==> src/rtl/ibw_pkg.sv <==
package ibw_pkg;
    typedef enum logic [1:0] {
        ST_IDLE,
        ST_DNRD,
        ST_DNWR,
        ST_RESP
    } ibw_state_e;

    typedef enum logic [2:0] {
        K_WADDR,
        K_WDATA,
        K_STAT,
        K_CTRL,
        K_ECAP,
        K_OTHER
    } ibw_kind_e;
endpackage

==> src/rtl/ibw_swap.sv <==
module ibw_swap #(
    parameter int BYTES = 8
) (
    input  logic [8*BYTES-1:0] din,
    output logic [8*BYTES-1:0] dout
);
    for (genvar b = 0; b < BYTES; b++) begin : g_lane
        assign dout[8*b +: 8] = din[8*(BYTES-1-b) +: 8];
    end
endmodule

==> src/rtl/ibw_decode.sv <==
module ibw_decode
    import ibw_pkg::*;
#(
    parameter int IDX_W     = 13,
    parameter int IDX_WADDR = 0,
    parameter int IDX_WDATA = 1,
    parameter int IDX_STAT  = 2,
    parameter int IDX_CTL0  = 3,
    parameter int IDX_CTL1  = 4,
    parameter int IDX_ECAP  = 5
) (
    input  logic [IDX_W-1:0] idx,
    output ibw_kind_e        kind
);
    always_comb begin
        if (idx == IDX_W'(IDX_WADDR))       kind = K_WADDR;
        else if (idx == IDX_W'(IDX_WDATA))  kind = K_WDATA;
        else if (idx == IDX_W'(IDX_STAT))   kind = K_STAT;
        else if (idx == IDX_W'(IDX_CTL0) ||
                 idx == IDX_W'(IDX_CTL1))   kind = K_CTRL;
        else if (idx == IDX_W'(IDX_ECAP))   kind = K_ECAP;
        else                                kind = K_OTHER;
    end
endmodule

==> src/rtl/ibw_top.sv <==
module ibw_top
    import ibw_pkg::*;
#(
    parameter int ADDR_W = 16,
    parameter int WIN_AW = 12
) (
    input  logic              clk,
    input  logic              rst_n,
    input  logic              cfg_req,
    input  logic              cfg_we,
    input  logic [1:0]        cfg_size,
    input  logic [ADDR_W-1:0] cfg_addr,
    input  logic [63:0]       cfg_wdata,
    output logic              cfg_ack,
    output logic [63:0]       cfg_rdata,
    output logic              err_pulse,
    output logic              dn_valid,
    output logic              dn_we,
    output logic [WIN_AW-1:0] dn_addr,
    output logic [63:0]       dn_wdata,
    input  logic              dn_ready,
    input  logic [63:0]       dn_rdata
);
    localparam int DATA_W = 64;
    localparam int BYTES  = DATA_W / 8;
    localparam int OFF_W  = $clog2(BYTES);
    localparam int IDX_W  = ADDR_W - OFF_W;
    localparam int STAT_W = 2;
    localparam logic [1:0] SIZE_FULL = 2'(OFF_W);

    ibw_state_e        state_q, state_d;
    ibw_kind_e         kind;
    logic [IDX_W-1:0]  idx;
    logic              legal;
    logic [DATA_W-1:0] wval, rd_src, rd_bus;
    logic [DATA_W-1:0] rdata_q, wdat_q;
    logic [WIN_AW-1:0] win_q;
    logic [STAT_W-1:0] stat_q;
    logic [IDX_W-1:0]  ecap_q;
    logic              err_q;
    logic              accept;

    assign idx    = cfg_addr[ADDR_W-1:OFF_W];
    assign legal  = (cfg_size == SIZE_FULL) && (cfg_addr[OFF_W-1:0] == '0);
    assign accept = (state_q == ST_IDLE) && cfg_req;

    ibw_decode #(.IDX_W(IDX_W)) u_dec (.idx(idx), .kind(kind));
    ibw_swap #(.BYTES(BYTES)) u_swin  (.din(cfg_wdata), .dout(wval));
    ibw_swap #(.BYTES(BYTES)) u_swout (.din(rd_src), .dout(rd_bus));

    // next-state logic
    always_comb begin
        state_d = state_q;
        unique case (state_q)
            ST_IDLE: if (cfg_req) begin
                if (legal && kind == K_WDATA) state_d = cfg_we ? ST_DNWR : ST_DNRD;
                else                          state_d = ST_RESP;
            end
            ST_DNRD: if (dn_ready) state_d = ST_RESP;
            ST_DNWR: if (dn_ready) state_d = ST_RESP;
            ST_RESP: state_d = ST_IDLE;
            default: state_d = ST_IDLE;
        endcase
    end

    always_ff @(posedge clk) begin
        if (!rst_n) state_q <= ST_IDLE;
        else        state_q <= state_d;
    end

    // register value presented for read (before lane swap)
    always_comb begin
        rd_src = '0;
        if (state_q == ST_DNRD) rd_src = dn_rdata;
        else begin
            unique case (kind)
                K_WADDR: rd_src = DATA_W'(win_q);
                K_STAT:  rd_src = DATA_W'(stat_q);
                K_ECAP:  rd_src = DATA_W'(ecap_q);
                default: rd_src = '0;
            endcase
        end
    end

    // register bank and access side effects
    always_ff @(posedge clk) begin
        if (!rst_n) begin
            win_q   <= '0;
            stat_q  <= '0;
            ecap_q  <= '0;
            err_q   <= 1'b0;
            rdata_q <= '0;
            wdat_q  <= '0;
        end else if (accept) begin
            err_q   <= 1'b0;
            rdata_q <= '0;
            if (!legal) begin
                err_q     <= 1'b1;
                stat_q[0] <= 1'b1;
                ecap_q    <= idx;
            end else if (cfg_we) begin
                unique case (kind)
                    K_WADDR: win_q  <= wval[WIN_AW-1:0];
                    K_WDATA: wdat_q <= wval;
                    K_STAT:  stat_q <= stat_q & ~wval[STAT_W-1:0];
                    K_CTRL:  ;
                    default: begin
                        err_q     <= 1'b1;
                        stat_q[1] <= 1'b1;
                        ecap_q    <= idx;
                    end
                endcase
            end else if (kind != K_WDATA) begin
                rdata_q <= rd_bus;
            end
        end else if (state_q == ST_DNRD && dn_ready) begin
            rdata_q <= rd_bus;
        end
    end

    // outputs decoded from state
    always_comb begin
        cfg_ack  = (state_q == ST_RESP);
        dn_valid = (state_q == ST_DNRD) || (state_q == ST_DNWR);
        dn_we    = (state_q == ST_DNWR);
    end
    assign cfg_rdata = cfg_ack ? rdata_q : '0;
    assign err_pulse = cfg_ack && err_q;
    assign dn_addr   = win_q;
    assign dn_wdata  = wdat_q;

    // a stalled downstream request holds its fields
    a_r6_dn_hold: assert property (@(posedge clk) disable iff (!rst_n)
        dn_valid && !dn_ready |=> dn_valid && $stable(dn_addr) && $stable(dn_we) && $stable(dn_wdata));
    // acknowledge lasts one cycle
    a_r6_ack_pulse: assert property (@(posedge clk) disable iff (!rst_n)
        cfg_ack |=> !cfg_ack);
    // window-data access acknowledges right after the downstream handshake
    a_r6_ack_after_dn: assert property (@(posedge clk) disable iff (!rst_n)
        dn_valid && dn_ready |=> cfg_ack && !dn_valid);
    // an error pulse rides on an acknowledge and leaves a status bit set
    a_r9_err_sets_status: assert property (@(posedge clk) disable iff (!rst_n)
        err_pulse |-> cfg_ack && (stat_q != '0));
    // an illegal request never reaches the downstream port
    a_r10_no_dn_illegal: assert property (@(posedge clk) disable iff (!rst_n)
        accept && !legal |=> !dn_valid && err_pulse);
    // status bits only rise on a rejected access
    a_r7_status_source: assert property (@(posedge clk) disable iff (!rst_n)
        (stat_q & ~$past(stat_q)) != '0 |-> $past(accept) && err_q);
endmodule

==> config.mk <==
export PLATFORM = sky130hd
export DESIGN_NAME = ibw_top
export DESIGN_NICKNAME = d
export VERILOG_FILES = /design/src/rtl/ibw_pkg.sv /design/src/rtl/ibw_swap.sv /design/src/rtl/ibw_decode.sv /design/src/rtl/ibw_top.sv
export SDC_FILE = /design/constraint.sdc
export NUM_CORES = 1
export LEC_CHECK = 0
export ABC_AREA = 1
export ABC_CLOCK_PERIOD_IN_PS = 2700
export CORE_MARGIN = 2
export CORE_UTILIZATION = 50
export CTS_BUF_LIST = sky130_fd_sc_hd__clkbuf_8 sky130_fd_sc_hd__clkbuf_16
export DETAILED_ROUTE_END_ITERATION = 16
export DONT_BUFFER_PORTS = 1
export PLACE_DENSITY = 0.64
export SYNTH_ARGS = -nofsm -noshare
export SYNTH_HDL_FRONTEND = slang
export SYNTH_HIERARCHICAL = 1
export SYNTH_SLANG_ARGS = --single-unit
==> constraint.sdc <==
create_clock -name clk -period 2.7 [get_ports clk]
set_input_delay 0.81 -clock clk [delete_from_list [all_inputs] [get_ports clk]]
set_output_delay 0.81 -clock clk [all_outputs]
set_load 0.05 [all_outputs]
; Word-level counts from Yosys, hierarchy flattened
; Cells that the tools add are included.
; W data, S select, Z words.
[totals]
out_inout_bits = 144
n_memories = 0
elab_cells = 79
rom_bits = 0
latchBits = 0
in_bits = 151
ram_bits = 0
register_bits = 158
[classes]
order_cmp = 0
bitwise = 3
n_div = 0
n_mux = 28
add_sub_neg = 0
shift = 0
n_mul = 0
n_eq_ne = 19
reduce_logical = 21
[ops]
columns = cell, n
row1 = $mux W64, 7
row2 = $mux W13, 3
row3 = $pmux W13 S3, 1
row4 = $eq A13 B2 Y1 const B, 2
row5 = $eq A13 B3 Y1 const B, 2
row6 = $eq A13 B1 Y1 const B, 1
row7 = $logic_not A13 Y1, 1
row8 = $mux W3, 4
row9 = $reduce_and A4 Y1, 3
row10 = $mux W2, 4
row11 = $mux W1, 7
row12 = $eq A2 B2 Y1 const B, 3
row13 = $eq A3 B2 Y1 const B, 2
row14 = $logic_not A3 Y1, 2
row15 = $ne A2 B2 Y1 const B, 3
row16 = $pmux W2 S3, 1
row17 = $reduce_and A3 Y1, 2
row18 = $logic_and A1 B1 Y1, 5
row19 = $ne A2 B1 Y1 const B, 2
row20 = $reduce_or A4 Y1, 1
row21 = $eq A3 B1 Y1 const B, 1
row22 = $eq A3 B3 Y1 const B, 1
row23 = $ne A3 B1 Y1 const B, 1
row24 = $reduce_or A3 Y1, 1
row25 = other kinds (10), 11

; Longest topological paths before layout
; Gate-level depths: netlist of run 1.
[depth]
word_depth = 13
mapped_depth = 16
mapped_depth_nobuf = 14

; By module
; The synthesis of run 1 kept the hierarchy.
[by_module_without_submodules]
columns = mod, seq_area_each_um2, instances, area_each_um2, cells_per_inst
row1 = ibw_top, 3163.0, 1, 7667.4, 1242
row2 = ibw_swap, 0.0, 2, 480.5, 64
row3 = ibw_decode, 0.0, 1, 131.4, 33

; Worst setup path before layout of run 1
; Ideal clock, no wire load.
[synth_timing]
kind = register to output
start = register state_q[0]
end = output port cfg_rdata[13]
required_time_ps = 1890
stages_incl_launch_ff = 6
slack_ps = 69
arrival_ps = 1821
n_path_buf = 2
path_cell_list = dfxtp_1 ha_1 clkbuf_1 buf_1 nand2_1 inv_1
[synth_between]
elab_chain_cells = 2
[synth_lines]
columns = element, line_no
row1 = "start, declared", ibw_top.sv:31  ; ibw_state_e state_q, state_d;
row2 = "start signal, assigned", ibw_top.sv:68  ; else state_q <= state_d;
row3 = $eq A2 B2 Y1, ibw_top.sv:123  ; cfg_ack = (state_q == ST_RESP);
row4 = named net cfg_ack, ibw_top.sv:14  ; output logic cfg_ack,
row5 = $mux W64, ibw_top.sv:127  ; assign cfg_rdata = cfg_ack ? rdata_q : '0;
row6 = "end, declared", ibw_top.sv:15  ; output logic [63:0] cfg_rdata,
; The timed path passes the listed nets, and every way through them passes these cells.

; Worst setup path in the final report of run 1
[layout_timing]
start = register state_q[0]
end = output port cfg_rdata[0]
; The elaborated chain is that of the path after synthesis.

==> out/metrics.cfg, run 1 <==
[global_routing]
grt_pass1_wl_um = 32400
grt.overflow.total = 0
grt_usage_pct = 21.7
grt_max_degree = 156
antenna_found_initial = 0
grt_pass1_vias = 6724

[timing]
tns_ps = 0
setup_violations = 0
hold_violations = 0
setup_ws_ps = 181
max_freq_mhz = 397
tightest_slew_ps = 976
skew_ps = 8.19
fin_crit_ps = 2520
whs_ps = 476
drv_slew = 0
rsz0062_at_grt = false
fin_crit_sh_pct = 93.3
max_slew_margin_pct = 34.9

[clocking]
cts_resized = 0
clockBufferDepth = 2
clk_pin_slew_ps = 60
clk_latency_ps = 420
numCtsBuffers = 17
hold_buffers = 0
cts_sinks = 158
htreeDepth = 4
cts_setup_buffers = 0
cts_tree = built
cts-root-buf = clkbuf_16

[hold_path]
hold_class = flop to flop

[logic_synthesis]
synth-compound-area-share_pct = 9.37
synth-simple-area-share_pct = 29.1
muxShareOfSynthArea_pct = 0
netlist_instances = 1403
synth_top_family_by_area = simple AND/OR/NAND/NOR gates
syn_area_um2 = 8760
synth_xor_area_share_pct = 0
ys_seq_elements = 158
yosys.area_share.adder_pct = 0.571
synth_top_cell_area_share_pct = 36.1
seq_area_frac_synth_pct = 36.1
synth.avg_cell_area_um2 = 6.24
synth_cell_types = 20
synth_top_cell_by_area = dfxtp_1
yosysWarnings = 6
syn_nets = 1558
synthTopCellsByArea = dfxtp_1 (36%), nand2_1 (16%), buf_4 (11%), inv_1 (9.6%), nor2_1 (7.6%)

[critical_path]
worst-path-max-fanout = 8
critPathKind = flop to output port
cp.required_ps = 1890
cp-start-kind = flop
end_kind = output port
arrival_ps = 1710

[placed_design]
gp_congestion = 0.798
port_buffers = 0
pre_cts_ws_ps = 171
dp_hpwl_um = 14000

[drt]
via_count = 7258
via_per_inst = 4.80
drc_errors = 0
drt_first_pass_iters = 4
routed_wirelength_um = 20200
antenna_left = 0
wl_per_cell_um = 13.4
drtIter0Drc = 403

[floorplanning]
initial_utilization_pct = 50.8
die_w_um = 136
ioPinCount = 295
rows = 48
die_h_um = 136
die-area_um2 = 18600
core-area_um2 = 17200

[pwr]
ir_drop_v = 0.000425
p_leak_uw = 0.00514
powerDensity_nw_per_um2 = 808

[final_layout]
final_layout_size_suffix_gt1_share_pct = 8.24
area_growth_syn_to_layout_pct = 6.47
nets = 1429
antenna_cells = 0
fill_cells = 1754

[flow_run]
drv_cap = 0

[status]
outcome = completed

state kept, by name (all words and copies together), names as in the netlist:
signal,count
state_q,2
dn_addr,12
rdata_q,64
ecap_q,13
err_q,1
dn_wdata,64
stat_q,2
metal layers:
metal  wire [µm]  vias to the layer above  track usage [%]
met5           0                        -                0
met4         440                        0             7.75
met3        2100                       26             7.61
met2        9000                      253             34.3
met1        8660                     3171             27.4
li1            -                     3808                -
cells by family after synthesis:
group                    Yosys count
AO/OA/AOI/OAI                    163
adder cells (fa/ha/maj)            4
AND/OR/NAND/NOR                  643
buffers and inverters            435
flip-flops                       158
cell usage in the layout (no fill, tap or decap), types with 2 or more instances in the layout:
master     count
nand2_1      363
inv_1        225
nor2_1       178
dfxtp_1      158
nand3_1       91
a21oi_1       84
o21ai_0       77
buf_12        40
buf_4         20
clkbuf_16     17
nor2_2         4
inv_2          3
clkbuf_8       3
clkinv_4       3
inv_6          3
bufinv_16      3
nand2_2        2
ha_1           2
ha_2           2
per-stage QoR:
step	util, %	instances	cell area, µm²	power (µW)
after floorplan	-	1403	8760	4910
after global placement	50.5	1480	8700	5060
after detailed placement	50.5	1480	8700	5090
after CTS	54.1	1512	9330	7620
after global routing	54.1	1512	9330	8010
final	54.1	1512	9330	7540
cells in the mapped netlist (all sizes together):
| cell | number |
|---|---|
| nand3 | 92 |
| nor3b | 1 |
| inv | 227 |
| nand2 | 366 |
| nand4 | 1 |
| o22ai | 1 |
| a21oi | 84 |
| buf | 166 |
| o21ai | 78 |
| clkbuf | 42 |
| ha | 4 |
| dfxtp | 158 |
| nor2 | 183 |
where the power goes:
group	leakage, µW	switching (µW)	internal [µW]
combinational	0.00355	1380	667
sequential	0.00129	207	2780
clock	0.000309	961	1540
total	0.00514	2550	4990
worst paths after layout:
check	from	end	slack (ps)	cells after the start
worst max register to register	state_q[0]	dn_wdata[14]	650	10
worst max-delay path	state_q[0]	cfg_rdata[0]	180	4
worst min-delay path	stat_q[0]	stat_q[0]	480	2
worst min register to register	stat_q[0]	stat_q[0]	480	2
critical path, cell delays in order, from the launching register on:
cell and delay [ps]:
dfxtp_1 360, ha_2 260, buf_4 270, nand2_1 80, inv_1 320
area by class of cell:
cell class / count / area (µm²) / share of cell area, %
inverters: 227 / 852 / 9.14
repair buffers: 60 / 951 / 10.2
clock buffers: 20 / 467 / 5.00
multi-input cells: 810 / 3450 / 37.0
well taps: 225 / 282 / 3.02
flip-flops and latches: 158 / 3160 / 33.9
clock inverters: 12 / 159 / 1.70
Power figures use the tool's default switching activity.
==> run 2: changes to the inputs <==
--- a/config.mk
+++ b/config.mk
@@ -5,7 +5,7 @@
 export SDC_FILE = /design/constraint.sdc
 export NUM_CORES = 1
 export LEC_CHECK = 0
-export ABC_AREA = 1
+export ABC_AREA = 0
 export ABC_CLOCK_PERIOD_IN_PS = 2700
 export CORE_MARGIN = 2
 export CORE_UTILIZATION = 50
==> run 2 against run 1 <==
  * Synthesized area fell by 10%
  * Sequential power fell by 15%
  * Worst hold slack got worse by 33 ps
  * Synthesized cell count fell by 27%
  * Highest routed layer is now met5
  * Largest power group unchanged
  * Power fell by 20%
  * Critical path type unchanged
  * Sequential share of layout area rose by 5.7 points
  * Critical endpoint unchanged
==> out/metrics.cfg, run 2 <==
[timing]
drv_slew = 0
max_slew_margin_pct = 56.9
max_freq_mhz = 397
rsz0062_at_grt = false
hold_violations = 0
fin_crit_sh_pct = 93.3
tightest_slew_ps = 644
setup_violations = 0
setup_ws_ps = 181
tns_ps = 0
fin_crit_ps = 2520
skew_ps = 6.76

[pwr]
p_clk_share_pct = 37.0
powerDensity_nw_per_um2 = 753
swShare_pct = 31.6
pwr-share-seq_pct = 42.1
combinationalPowerShare_pct = 20.9
p_leak_uw = 0.00300
p_int_uw = 4120
ir_drop_v = 0.000420
p_sw_uw = 1900

[global_routing]
grt_pass1_wl_um = 26300
grt.overflow.total = 0
grt_usage_pct = 19.8
grt_pass1_vias = 5097
antenna_found_initial = 1
grt_max_degree = 173

[drt]
wl_per_cell_um = 15.5
drt_first_pass_iters = 4
via_per_inst = 5.09
routed_wirelength_um = 17500
drc_errors = 0
via_count = 5750
drtIter0Drc = 284
antenna_left = 0

[clocking]
cts_tree = built
clk_latency_ps = 410
hold_buffers = 0
numCtsBuffers = 17
clk_pin_slew_ps = 60
clockBufferDepth = 2
htreeDepth = 4
cts_sinks = 158
cts-root-buf = clkbuf_16

[logic_synthesis]
synth_cell_types = 40
syn_area_um2 = 7880
synth_top_cell_area_share_pct = 40.2
synth_common_cells = nand2_1 (227), dfxtp_1 (158), buf_4 (128), and2_1 (117), nand3_1 (85)
syn_nets = 1179
synthFlopType = dfxtp_1
yosysMostFrequentCell = nand2_1
ys_seq_elements = 158
yosysWarnings = 6
synth_edf_count = 0
ys_async_sr_fraction_pct = 0
synth_top_cell_by_area = dfxtp_1
synth.avg_cell_area_um2 = 7.69
seq_area_frac_synth_pct = 40.2
netlist_instances = 1024
synthTopCellsByArea = dfxtp_1 (40%), buf_4 (12%), nand2_1 (11%), and2_1 (9.3%), nand3_1 (5.4%)

[floorplanning]
core-area_um2 = 15300
initial_utilization_pct = 51.4
ioPinCount = 295
rows = 45
die_w_um = 130
die-area_um2 = 16800
die_h_um = 130

[placed_design]
port_buffers = 0
pre_cts_ws_ps = 9.64
dp_hpwl_um = 12200
gp_congestion = 0.876

[final_layout]
nets = 1060
area_growth_syn_to_layout_pct = 1.46
final_cell_mix = nand2_1 (225), dfxtp_1 (158), and2_1 (108)
antenna_cells = 0
final_common_cell = nand2_1
final_layout_size_suffix_gt1_share_pct = 13.3

[status]
outcome = completed

[critical_path]
slowest_delay_ps = 420
crit_top_cell = buf_4
path_cells = ha_4 -> buf_4 -> and2_1 -> buf_4
cp.required_ps = 1890
critPathKind = flop to output port
arrival_ps = 1710
cp-start-kind = flop
end_kind = output port
r2r_slack_ps = 700
worst-path-max-fanout = 15
cp_slowest_cell = dfxtp_1

[hold_path]
hold_class = flop to flop

[flow_run]
drv_cap = 0

==> run 2: cell count changes after synthesis, moves of 8 or more <==
cell	delta
and2_1	+117
a21oi_1	-14
inv_1	-220
mux2i_1	+12
clkbuf_1	+8
nand2_1	-139
nor2_1	-171
o21ai_1	+16
buf_2	-12
==> run 2: cells by family (layout without fill, tap and decap cells) <==
| group | count (synthesis) | in the layout | share of synthesized area (%) |
|---|---|---|---|
| fa+ha+maj | 4 | 4 | 0.636 |
| simple gates | 459 | 459 | 28.5 |
| buf+inv | 206 | 100 | 16.6 |
| flops | 158 | 158 | 40.2 |
| compound gates | 185 | 185 | 12.6 |
| mux | 12 | 12 | 1.53 |
==> run 2: final cells by class <==
| class | count | area (µm²) |
|---|---|---|
| fill | 1517 | 7320 |
| multi-input combinational | 660 | 3440 |
| sequential | 158 | 3160 |
| timing repair buffer | 64 | 556 |
| clock buffer | 17 | 425 |
| tap | 211 | 264 |
| clock inverter | 15 | 124 |
| inverter | 4 | 15.0 |
==> run 2: worst max-delay path: cells and delay by family, from the launching register on <==
family                   cells  cell delay (ps)
adder cells (fa/ha/maj)      1              280
buffers and inverters        2              430
flip-flops                   1              420
AND/OR/NAND/NOR              1              160
==> run 2: repair_timing <==
item,4_1_cts,5_1_grt
pin swaps,0,1
buffers inserted,0,1
endpoints found under the setup margin,61,18
gates resized for setup,1,9
==> run 2: power groups by stage <==
stage,sequential (µW),clock (µW),combinational [µW]
detailed placement,2580,0,1260
global route,2550,2380,1400
finish,2530,2230,1260
floorplan,2560,0,1270
CTS,2530,2290,1270
global placement,2580,0,1250
==> run 2: worst paths after layout <==
check               from           end  cells after the start
max           state_q[1]  cfg_rdata[0]                      4
min          rdata_q[55]   rdata_q[55]                      2
max reg2reg   state_q[1]   rdata_q[62]                      6
min reg2reg  rdata_q[55]   rdata_q[55]                      2
==> run 2: through the flow <==
stage | area, µm² | utilization [%] | hold slack, ps | total power, µW | instances
after floorplan | 7880 | - | 427 | 3840 | 1024
after global placement | 7410 | 48.4 | 434 | 3830 | 1096
after detailed placement | 7410 | 48.4 | 439 | 3840 | 1096
after CTS | 7970 | 52.1 | 447 | 6090 | 1128
after global routing | 7990 | 52.2 | 462 | 6320 | 1129
final | 7990 | 52.2 | 443 | 6020 | 1129
==> run 2: metal layers <==
layer / share of wire, % / vias to the layer above / global-route usage (%)
met3: 9.5 / 14 / 8.18
li1: - / 2993 / -
met4: 1.0 / 2 / 6.14
met5: 0.074 / - / 0
met2: 46 / 209 / 31.6
met1: 44 / 2532 / 24.5
==> run 3: changes to the inputs <==
--- a/config.mk
+++ b/config.mk
@@ -8,11 +8,10 @@
 export ABC_AREA = 0
 export ABC_CLOCK_PERIOD_IN_PS = 2700
 export CORE_MARGIN = 2
-export CORE_UTILIZATION = 50
+export CORE_UTILIZATION = 30
 export CTS_BUF_LIST = sky130_fd_sc_hd__clkbuf_8 sky130_fd_sc_hd__clkbuf_16
 export DETAILED_ROUTE_END_ITERATION = 16
-export DONT_BUFFER_PORTS = 1
-export PLACE_DENSITY = 0.64
+export PLACE_DENSITY = 0.57
 export SYNTH_ARGS = -nofsm -noshare
 export SYNTH_HDL_FRONTEND = slang
 export SYNTH_HIERARCHICAL = 1
==> constraint.sdc (replaced) <==
create_clock -name clk -period 2.7 [get_ports clk]
set_input_delay 0.81 -clock clk [delete_from_list [all_inputs] [get_ports clk]]
set_output_delay 0.81 -clock clk [all_outputs]
set_load 0.02 [all_outputs]
==> run 3 against run 2 <==
  * Sequential share of layout area decreased by 11 points
  * Via count rose by 19%
  * Clock power rose by 9.9%
  * Flip-flop and latch count unchanged
  * Sequential power is essentially flat
  * Clock skew rose by 8.7 ps
  * Maximum frequency is 4.1% lower
  * Power up 9.1%
  * Cell area rose by 38%
  * Count of clock-buffer cells in the layout stayed put
  * Final cell count up 35%
  * Worst hold slack improved by 2.2 ps
==> out/metrics.cfg, run 3 (synthesized netlist as in run 2, its figures left out) <==
[clocking]
htreeDepth = 4
clockBufferDepth = 2
hold_buffers = 0
cts_sinks = 158
clk_pin_slew_ps = 70
numCtsBuffers = 17
clk_latency_ps = 430
cts_tree = built
cts-root-buf = clkbuf_16

[critical_path]
cp-start-kind = primary input
cp.depth = 9
cp.required_ps = 3010
r2r_cells = 8
cp_slowest_cell = clkdlybuf4s50_1
slowest_delay_ps = 460
critPathKind = primary input to flop
path_buf_inv = 3
arrival_ps = 2930
worst-path-max-fanout = 36
path_cells = clkdlybuf4s50_1 -> nor4_4 -> nand4_1 -> or3b_4 -> nand4b_4 -> buf_12 -> clkbuf_16 -> nand3_1 -> o21ai_1
end_kind = flop
cp_top_family = simple AND/OR/NAND/NOR gates

[pwr]
powerDensity_nw_per_um2 = 596
ir_drop_v = 0.000420
p_leak_uw = 0.00435
totalPowerFinal_uw = 6570

[global_routing]
grtUsageMet3_pct = 5.70
grt_max_degree = 74
grt_pass1_wl_um = 35700
met2_usage_pct = 25.1
grt.overflow.total = 0
antenna_found_initial = 0
grt_usage_pct = 16.0
busiest_layer = met2
gr-usage-met1_pct = 20.7
grt_pass1_vias = 6587

[placed_design]
placed_area_um2 = 10300
port_buffers = 294
dp_hpwl_um = 15700
placedCellCount = 1484
pre_cts_ws_ps = -519
gp_congestion = 0.821

[drt]
wl_per_cell_um = 15.2
drt_first_pass_iters = 4
via_per_inst = 4.51
antenna_left = 0
routed_wirelength_um = 23200
drc_errors = 0
via_count = 6863
drtIter0Drc = 366

[timing]
tightest_slew_ps = 371
drv_slew = 0
skew_ps = 15.4
fin_crit_ps = 2630
whs_ps = 445
max_freq_mhz = 381
max_slew_margin_pct = 75.0
setup_ws_ps = 73.3
rsz0062_at_grt = false
setup_violations = 0
hold_violations = 0
fin_crit_sh_pct = 97.3

[final_layout]
final_cell_mix = nand2_1 (225), clkdlybuf4s50_1 (221), dfxtp_1 (158)
fill_cells = 2691
final_common_cell = nand2_1
final_layout_size_suffix_gt1_share_pct = 8.85
area_growth_syn_to_layout_pct = 40.0
final_cell_area_um2 = 11000
nets = 1328
antenna_cells = 0
post_layout_nonfiller_instances = 1521

[flow_run]
drv_cap = 0

[hold_path]
min_path_cells = 2
hold_class = flop to flop

[floorplanning]
ioPinCount = 295
initial_utilization_pct = 30.4
core-area_um2 = 25900
die-area_um2 = 27600
die_w_um = 166
rows = 59
die_h_um = 166

[status]
outcome = completed

run 3: changes by cell type in the layout (fill, tap and decap cells not counted), sizes merged:
cell           change
clkdlybuf4s50    +221
dlygate4sd2       +56
buf               -29
clkbuf            +14
clkinv             +5
clkinvlp           -5
dlymetal6s2s       +5
bufinv             -1
clkdlybuf4s15      +1
inv                +1
run 3: timing repair:
action	4_1_cts	5_1_grt
cloned	0	4
setup buffers	0	1
setup endpoints to repair	72	56
hold endpoints to repair	0	0
resized for setup	73	33
pin swaps	0	3
run 3: layout make-up:
type                       count  area [µm²]  area share (%)
multi-input combinational    660        3460            31.4
timing repair buffer         332        3350            30.4
sequential                   158        3160            28.7
clock buffer                  17         425            3.86
tap                          335         419            3.80
clock inverter                15         191            1.74
inverter                       4        15.0           0.136
run 3: metrics by stage:
stage | utilization, % | setup TNS (ps)
2_1_floorplan | - | 0
4_1_cts | 42.1 | 0
5_1_grt | 42.6 | 0
3_5_place_dp | 39.9 | -50910
6_report | 42.6 | 0
3_3_place_gp | 39.9 | -44850
run 3: layer usage:
layer,up-vias,share of wire (%)
li1,3540,-
met1,3071,45
met2,238,45
met3,14,8.5
met4,0,1.1
met5,-,0
run 3: worst paths after layout:
check                             startpoint            to  slack (ps)
worst max register to register    state_q[0]  dn_wdata[47]         880
worst min-delay path             rdata_q[19]   rdata_q[19]         450
worst max-delay path            cfg_addr[13]  dn_wdata[47]          70
worst min register to register   rdata_q[19]   rdata_q[19]         450
run 3: power by group:
group,leakage [µW],internal (µW),switching (µW)
clock,0.000298,1260,1190
sequential,0.00128,2460,70.0
combinational,0.00278,652,929
run 3: worst min-delay path, delay by kind of cell (launching register included):
kind	cells	cell delay [ps]
flip-flops	1	310
AND/OR/NAND/NOR	1	50
AO/OA/AOI/OAI	1	50
